## src/rtl/txirq_pkg.sv

```systemverilog
package txirq_pkg;
  localparam int REG_W      = 32;
  localparam int LWT_LSB    = 25;
  localparam int CAUSE_N    = 2;
  localparam int CAUSE_LOWI = 0;
  localparam int CAUSE_TXI  = 1;

  typedef enum logic {TMR_IDLE = 1'b0, TMR_RUN = 1'b1} tmr_state_e;
endpackage

```

## src/rtl/txirq_lowwater.sv

```systemverilog
module txirq_lowwater #(
  parameter int PTR_W = 8,
  parameter int LWT_W = 7
) (
  input  logic             clk,
  input  logic             rst,
  input  logic [PTR_W-1:0] head,
  input  logic [PTR_W-1:0] tail,
  input  logic [LWT_W-1:0] lwt,
  output logic             hit
);
  localparam int THR_W = LWT_W + 3;
  localparam int CMP_W = ((THR_W > PTR_W) ? THR_W : PTR_W) + 1;

  logic [PTR_W-1:0] cnt_q, prev_q;
  logic [CMP_W-1:0] cur_x, prev_x, thr_x;

  // pending distance, modulo ring size
  always_ff @(posedge clk) begin
    if (rst) begin
      cnt_q  <= '0;
      prev_q <= '0;
    end else begin
      cnt_q  <= tail - head;
      prev_q <= cnt_q;
    end
  end

  always_comb begin
    cur_x  = {{(CMP_W-PTR_W){1'b0}}, cnt_q};
    prev_x = {{(CMP_W-PTR_W){1'b0}}, prev_q};
    thr_x  = {{(CMP_W-THR_W){1'b0}}, lwt, 3'b000};
    hit    = (cur_x == thr_x) && (prev_x == thr_x + 1'b1);
  end
endmodule

```

## src/rtl/txirq_abstimer.sv

```systemverilog
module txirq_abstimer
  import txirq_pkg::*;
#(
  parameter int DLY_W = 16
) (
  input  logic             clk,
  input  logic             rst,
  input  logic             done_pulse,
  input  logic             tick,
  input  logic [DLY_W-1:0] dly,
  output logic             fire
);
  tmr_state_e       st_q;
  logic [DLY_W-1:0] cnt_q;
  logic             dly_zero;

  assign dly_zero = (dly == '0);

  always_ff @(posedge clk) begin
    if (rst) begin
      st_q  <= TMR_IDLE;
      cnt_q <= '0;
      fire  <= 1'b0;
    end else begin
      fire <= 1'b0;
      case (st_q)
        TMR_IDLE: begin
          if (done_pulse && !dly_zero) begin
            st_q  <= TMR_RUN;
            cnt_q <= dly;
          end
        end
        default: begin
          if (dly_zero) begin
            st_q <= TMR_IDLE;
          end else if (tick) begin
            if (cnt_q <= 1) begin
              fire <= 1'b1;
              st_q <= TMR_IDLE;
            end else begin
              cnt_q <= cnt_q - 1'b1;
            end
          end
        end
      endcase
    end
  end
endmodule

```

## src/rtl/txirq_regs.sv

```systemverilog
module txirq_regs
  import txirq_pkg::*;
#(
  parameter int LWT_W = 7,
  parameter int DLY_W = 16
) (
  input  logic               clk,
  input  logic               rst,
  input  logic               ctl_we,
  input  logic [REG_W-1:0]   ctl_wdata,
  input  logic               dly_we,
  input  logic [REG_W-1:0]   dly_wdata,
  input  logic               clr_we,
  input  logic [CAUSE_N-1:0] clr_bits,
  input  logic [CAUSE_N-1:0] set_bits,
  output logic [LWT_W-1:0]   lwt,
  output logic [DLY_W-1:0]   dly,
  output logic [CAUSE_N-1:0] cause,
  output logic [REG_W-1:0]   ctl_rdata,
  output logic [REG_W-1:0]   dly_rdata
);
  always_ff @(posedge clk) begin
    if (rst) begin
      lwt <= '0;
      dly <= '0;
    end else begin
      if (ctl_we) lwt <= ctl_wdata[LWT_LSB +: LWT_W];
      if (dly_we) dly <= dly_wdata[DLY_W-1:0];
    end
  end

  for (genvar i = 0; i < CAUSE_N; i++) begin : g_cause
    always_ff @(posedge clk) begin
      if (rst) cause[i] <= 1'b0;
      else     cause[i] <= (cause[i] & ~(clr_we & clr_bits[i])) | set_bits[i];
    end
  end

  always_comb begin
    ctl_rdata = '0;
    ctl_rdata[LWT_LSB +: LWT_W] = lwt;
    dly_rdata = '0;
    dly_rdata[DLY_W-1:0] = dly;
  end
endmodule

```

## src/rtl/txirq_moderator.sv

```systemverilog
module txirq_moderator
  import txirq_pkg::*;
#(
  parameter int PTR_W = 8,
  parameter int LWT_W = 7,
  parameter int DLY_W = 16
) (
  input  logic               clk,
  input  logic               rst,
  input  logic [PTR_W-1:0]   head,
  input  logic [PTR_W-1:0]   tail,
  input  logic               done_pulse,
  input  logic               tick,
  input  logic               ctl_we,
  input  logic [REG_W-1:0]   ctl_wdata,
  input  logic               dly_we,
  input  logic [REG_W-1:0]   dly_wdata,
  input  logic               clr_we,
  input  logic [CAUSE_N-1:0] clr_bits,
  output logic [REG_W-1:0]   ctl_rdata,
  output logic [REG_W-1:0]   dly_rdata,
  output logic               cause_low,
  output logic               cause_tx
);
  logic [LWT_W-1:0]   lwt;
  logic [DLY_W-1:0]   dly;
  logic               low_hit, tmr_fire;
  logic [CAUSE_N-1:0] set_bits, cause;

  txirq_lowwater #(.PTR_W(PTR_W), .LWT_W(LWT_W)) u_low (
    .clk(clk), .rst(rst), .head(head), .tail(tail), .lwt(lwt), .hit(low_hit)
  );

  txirq_abstimer #(.DLY_W(DLY_W)) u_tmr (
    .clk(clk), .rst(rst), .done_pulse(done_pulse), .tick(tick), .dly(dly),
    .fire(tmr_fire)
  );

  always_comb begin
    set_bits = '0;
    set_bits[CAUSE_LOWI] = low_hit;
    set_bits[CAUSE_TXI]  = tmr_fire;
  end

  txirq_regs #(.LWT_W(LWT_W), .DLY_W(DLY_W)) u_regs (
    .clk(clk), .rst(rst), .ctl_we(ctl_we), .ctl_wdata(ctl_wdata),
    .dly_we(dly_we), .dly_wdata(dly_wdata), .clr_we(clr_we),
    .clr_bits(clr_bits), .set_bits(set_bits), .lwt(lwt), .dly(dly),
    .cause(cause), .ctl_rdata(ctl_rdata), .dly_rdata(dly_rdata)
  );

  assign cause_low = cause[CAUSE_LOWI];
  assign cause_tx  = cause[CAUSE_TXI];
endmodule

```

## config.mk

```make
export PLATFORM = sky130hd
export DESIGN_NAME = txirq_moderator
export DESIGN_NICKNAME = d
export VERILOG_FILES = /design/src/rtl/txirq_pkg.sv /design/src/rtl/txirq_lowwater.sv /design/src/rtl/txirq_abstimer.sv /design/src/rtl/txirq_regs.sv /design/src/rtl/txirq_moderator.sv
export SDC_FILE = /design/constraint.sdc
export NUM_CORES = 1
export LEC_CHECK = 0
export ABC_CLOCK_PERIOD_IN_PS = 2000
export CAP_MARGIN = 30
export CORE_MARGIN = 3
export CORE_UTILIZATION = 25
export CTS_CLUSTER_DIAMETER = 30
export DETAILED_ROUTE_END_ITERATION = 10
export GPL_TIMING_DRIVEN = 0
export PLACE_DENSITY_LB_ADDON = 0.25
export SKIP_CTS_REPAIR_TIMING = 1
export SYNTH_ARGS = -nofsm -noshare
export SYNTH_HDL_FRONTEND = slang
export SYNTH_HIERARCHICAL = 1
export SYNTH_SLANG_ARGS = --single-unit
export TNS_END_PERCENT = 20
```

## constraint.sdc

```tcl
create_clock -name clk -period 2 [get_ports clk]
set_input_delay 0.4 -clock clk [delete_from_list [all_inputs] [get_ports clk]]
set_output_delay 0.4 -clock clk [all_outputs]
set_load 0.01 [all_outputs]
```

==> results.tsv <==
stage	metric	value	unit
setup_path	crit_chain	or3_4 > or3_4 > o31ai_4 > buf_6 > buf_8 > a211oi_2 > a211oi_2	
timing	finalWorstSetupSlack	-0.002895	ns
logic_synthesis	ys_warn_count	6	
floorplan	rows	42	
timing	skew	0.006748	ns
setup_path	critical_path.max_stage_delay	0.38	ns
floorplan	dieHeight	124.1	µm
timing	drv_slew	0	
logic_synthesis	ys.flop_type	dfxtp_1	
setup_path	reg2reg_slack	-0.003	ns
logic_synthesis	synth_common_cells	buf_4, dfxtp_1, nor2_1	
routing	ant_nets	0	
power_and_ir_drop	ir_drop	0.0004805	V
setup_path	cp-start-kind	flop	
logic_synthesis	synth_cell_types	54	
routing	wl_met3	562	µm
setup_path	end_kind	flop	
clock_network	root_buffer	clkbuf_16	
logic_synthesis	synth-edff-count	0	
routing	routed_wirelength	9321	µm
power_and_ir_drop	powerDensity	851.3	nW/µm²
floorplan	start_util	25.91	%
global_routing	grt_pass1_wl	14140	µm
clock_network	cts_num_sinks	59	
timing	hold_ws	0.3962	ns
logic_synthesis	synth_seq_area_share	33.88	%
routing	vias_per_cell	4.290	
setup_path	required	2.24	ns
global_routing	antenna_found_initial	0	
routing	dr.max_layer_used	met4	
placement	io_buffers	70	
logic_synthesis	synthAdderAreaFrac	3.805	%
logic_synthesis	async_reset_ff_share	0	%
placement	dpl.hpwl	7146	µm
timing	tightest_slew	0.5842	ns
timing	timing_hold_violations_final	0	
setup_path	cp.arrival	2.25	ns
logic_synthesis	synth-seq-cells	59	
floorplan	dieWidth	124.1	µm
routing	wl_per_cell	13.05	µm
floorplan	die-area	15400	µm²
routing	route.detailed.drc	0	
global_routing	grt_pass1_vias	2923	
clock_network	cts_buffer_depth	2	
timing	finalSetupTns	-0.004615	ns
timing	fmax	499.3	MHz
logic_synthesis	yosysTopAreaCell	dfxtp_1	
logic_synthesis	synth_compound_area_share	12.92	%
logic_synthesis	synthXorXnorAreaFrac	1.508	%
setup_path	crit_type	flop to flop	
logic_synthesis	synth.top_cells.by_area	dfxtp_1, buf_4, mux2i_1	
clock_network	cts_buffers	9	
placement	gp_congestion	0.8397	
status	outcome	complete, but fails checks	
layout	drive_gt1_share	22.86	%
worst_hold_path	hold_class	input pin to flop	
timing	rsz0062_at_grt	yes	
floorplan	core_area	13450	µm²
clock_network	cts_tree	done	
logic_synthesis	synth-simple-area-share	21.46	%
timing	fin_crit_sh	100.1	%
logic_synthesis	synth_area	3486	µm²
layout	nNetsFinal	633	
routing	vias	3063	
logic_synthesis	synthMuxAreaShare	7.466	%
job	timing.max_cap.violations	0	
timing	max_slew_margin	60.75	%
logic_synthesis	synth_top_family_by_area	simple AND/OR/NAND/NOR gates	
logic_synthesis	synth_cells	405	
setup_path	path_max_fanout	10	
clock_network	path_clk_slew	0.05	ns
routing	drtPass1Iterations	4	
clock_network	worstSkewPairLatency	0.32	ns
timing	min_period	2.003	ns
logic_synthesis	syn_area_per_cell	8.607	µm²
floorplan	io-pin-count	155	
power_and_ir_drop	power.leakage	2.193	nW
placement	dp_slack	-0.4651	ns
routing	drt_first_iter_violations	98	
logic_synthesis	synth.most_common_cell	buf_4	
layout	area_delta_synth_final	44.40	%
timing	setup_violations	2	
setup_path	critPathSlowestCell	or3_4	
power_and_ir_drop	total_power	0.004285	W
status	violations	negative setup slack	
routing	wl_met1	3962	µm
logic_synthesis	netlist.area_leader.share	33.88	%
routing	met2_length	4658	µm
clock_network	cts_max_level	3	
global_routing	grt_max_degree	11	
layout	diodes	0	
global_routing	grt_remaining_overflow	0	
global_routing	grtUsageTotal	11.70	%
[state kept, by name, indices dropped and copies added (netlist names)]
register      flops
u_regs/cause      2
u_tmr/fire        1
u_tmr/cnt_q      16
u_low/prev_q      8
u_low/cnt_q       8
u_regs/dly       16
u_regs/lwt        7
u_tmr/st_q        1
[layer usage]
metal	global-route usage, %	vias up
li1	-	1567
met1	13.83	1381
met2	20.44	102
met3	2.997	13
met4	4.175	0
met5	0	-
[final timing paths]
kind                     endpoint      startpoint  cells past startpoint
setup / recovery   u_tmr/cnt_q[1]  u_tmr/cnt_q[4]                      7
hold / removal      u_regs/dly[0]          dly_we                      3
setup reg to reg   u_tmr/cnt_q[1]  u_tmr/cnt_q[4]                      7
hold reg to reg   u_low/prev_q[1]  u_low/cnt_q[1]                      1
[logic make-up after synthesis]
family / count (synthesis)
fa+ha+maj: 10
mux: 26
compound gates: 67
xor+xnor: 6
flops: 59
other cells: 1
buf+inv: 96
simple gates: 140
[critical path, delay by kind of cell, from the launching register on]
| family | cells | cell delay, ns |
|---|---|---|
| buffers and inverters | 2 | 0.30 |
| AO/OA/AOI/OAI | 3 | 0.51 |
| AND/OR/NAND/NOR | 2 | 0.75 |
| flip-flops | 1 | 0.36 |
[per-stage QoR]
step	instances	utilization, %	area [µm²]
2_1_floorplan	445	-	3636
3_3_place_gp	691	33.87	4557
3_5_place_dp	691	33.87	4557
4_1_cts	706	36.23	4873
5_1_grt	714	37.42	5034
6_report	714	37.42	5034
[final cells by class]
| cell class | count | area (µm²) |
|---|---|---|
| fill | 1419 | 8419 |
| multi-input combinational | 290 | 1877 |
| sequential | 59 | 1187 |
| timing repair buffer | 78 | 768.2 |
| buffer | 81 | 608.1 |
| clock buffer | 10 | 239.0 |
| tap | 176 | 220.2 |
| clock inverter | 5 | 77.57 |
| inverter | 15 | 56.30 |
[cells in the final DEF, fill, tap and decap left out, types with 12 or more instances in the layout]
master            n
inv_1            13
nand2_1          13
nor2_1           49
conb_1           41
a21oi_1          20
buf_4            71
clkdlybuf4s50_1  70
dfxtp_1          56
mux2i_1          26
nor3_1           12
[report_power, final]
part	total (W)	internal, W	switching (W)
Combinational	0.00126	0.000647	0.000618
Clock	0.00162	0.00111	0.000510
Sequential	0.00140	0.00129	0.000114
Total	0.00428	0.00304	0.00124
Note: power is estimated with default switching activity, not from simulation.
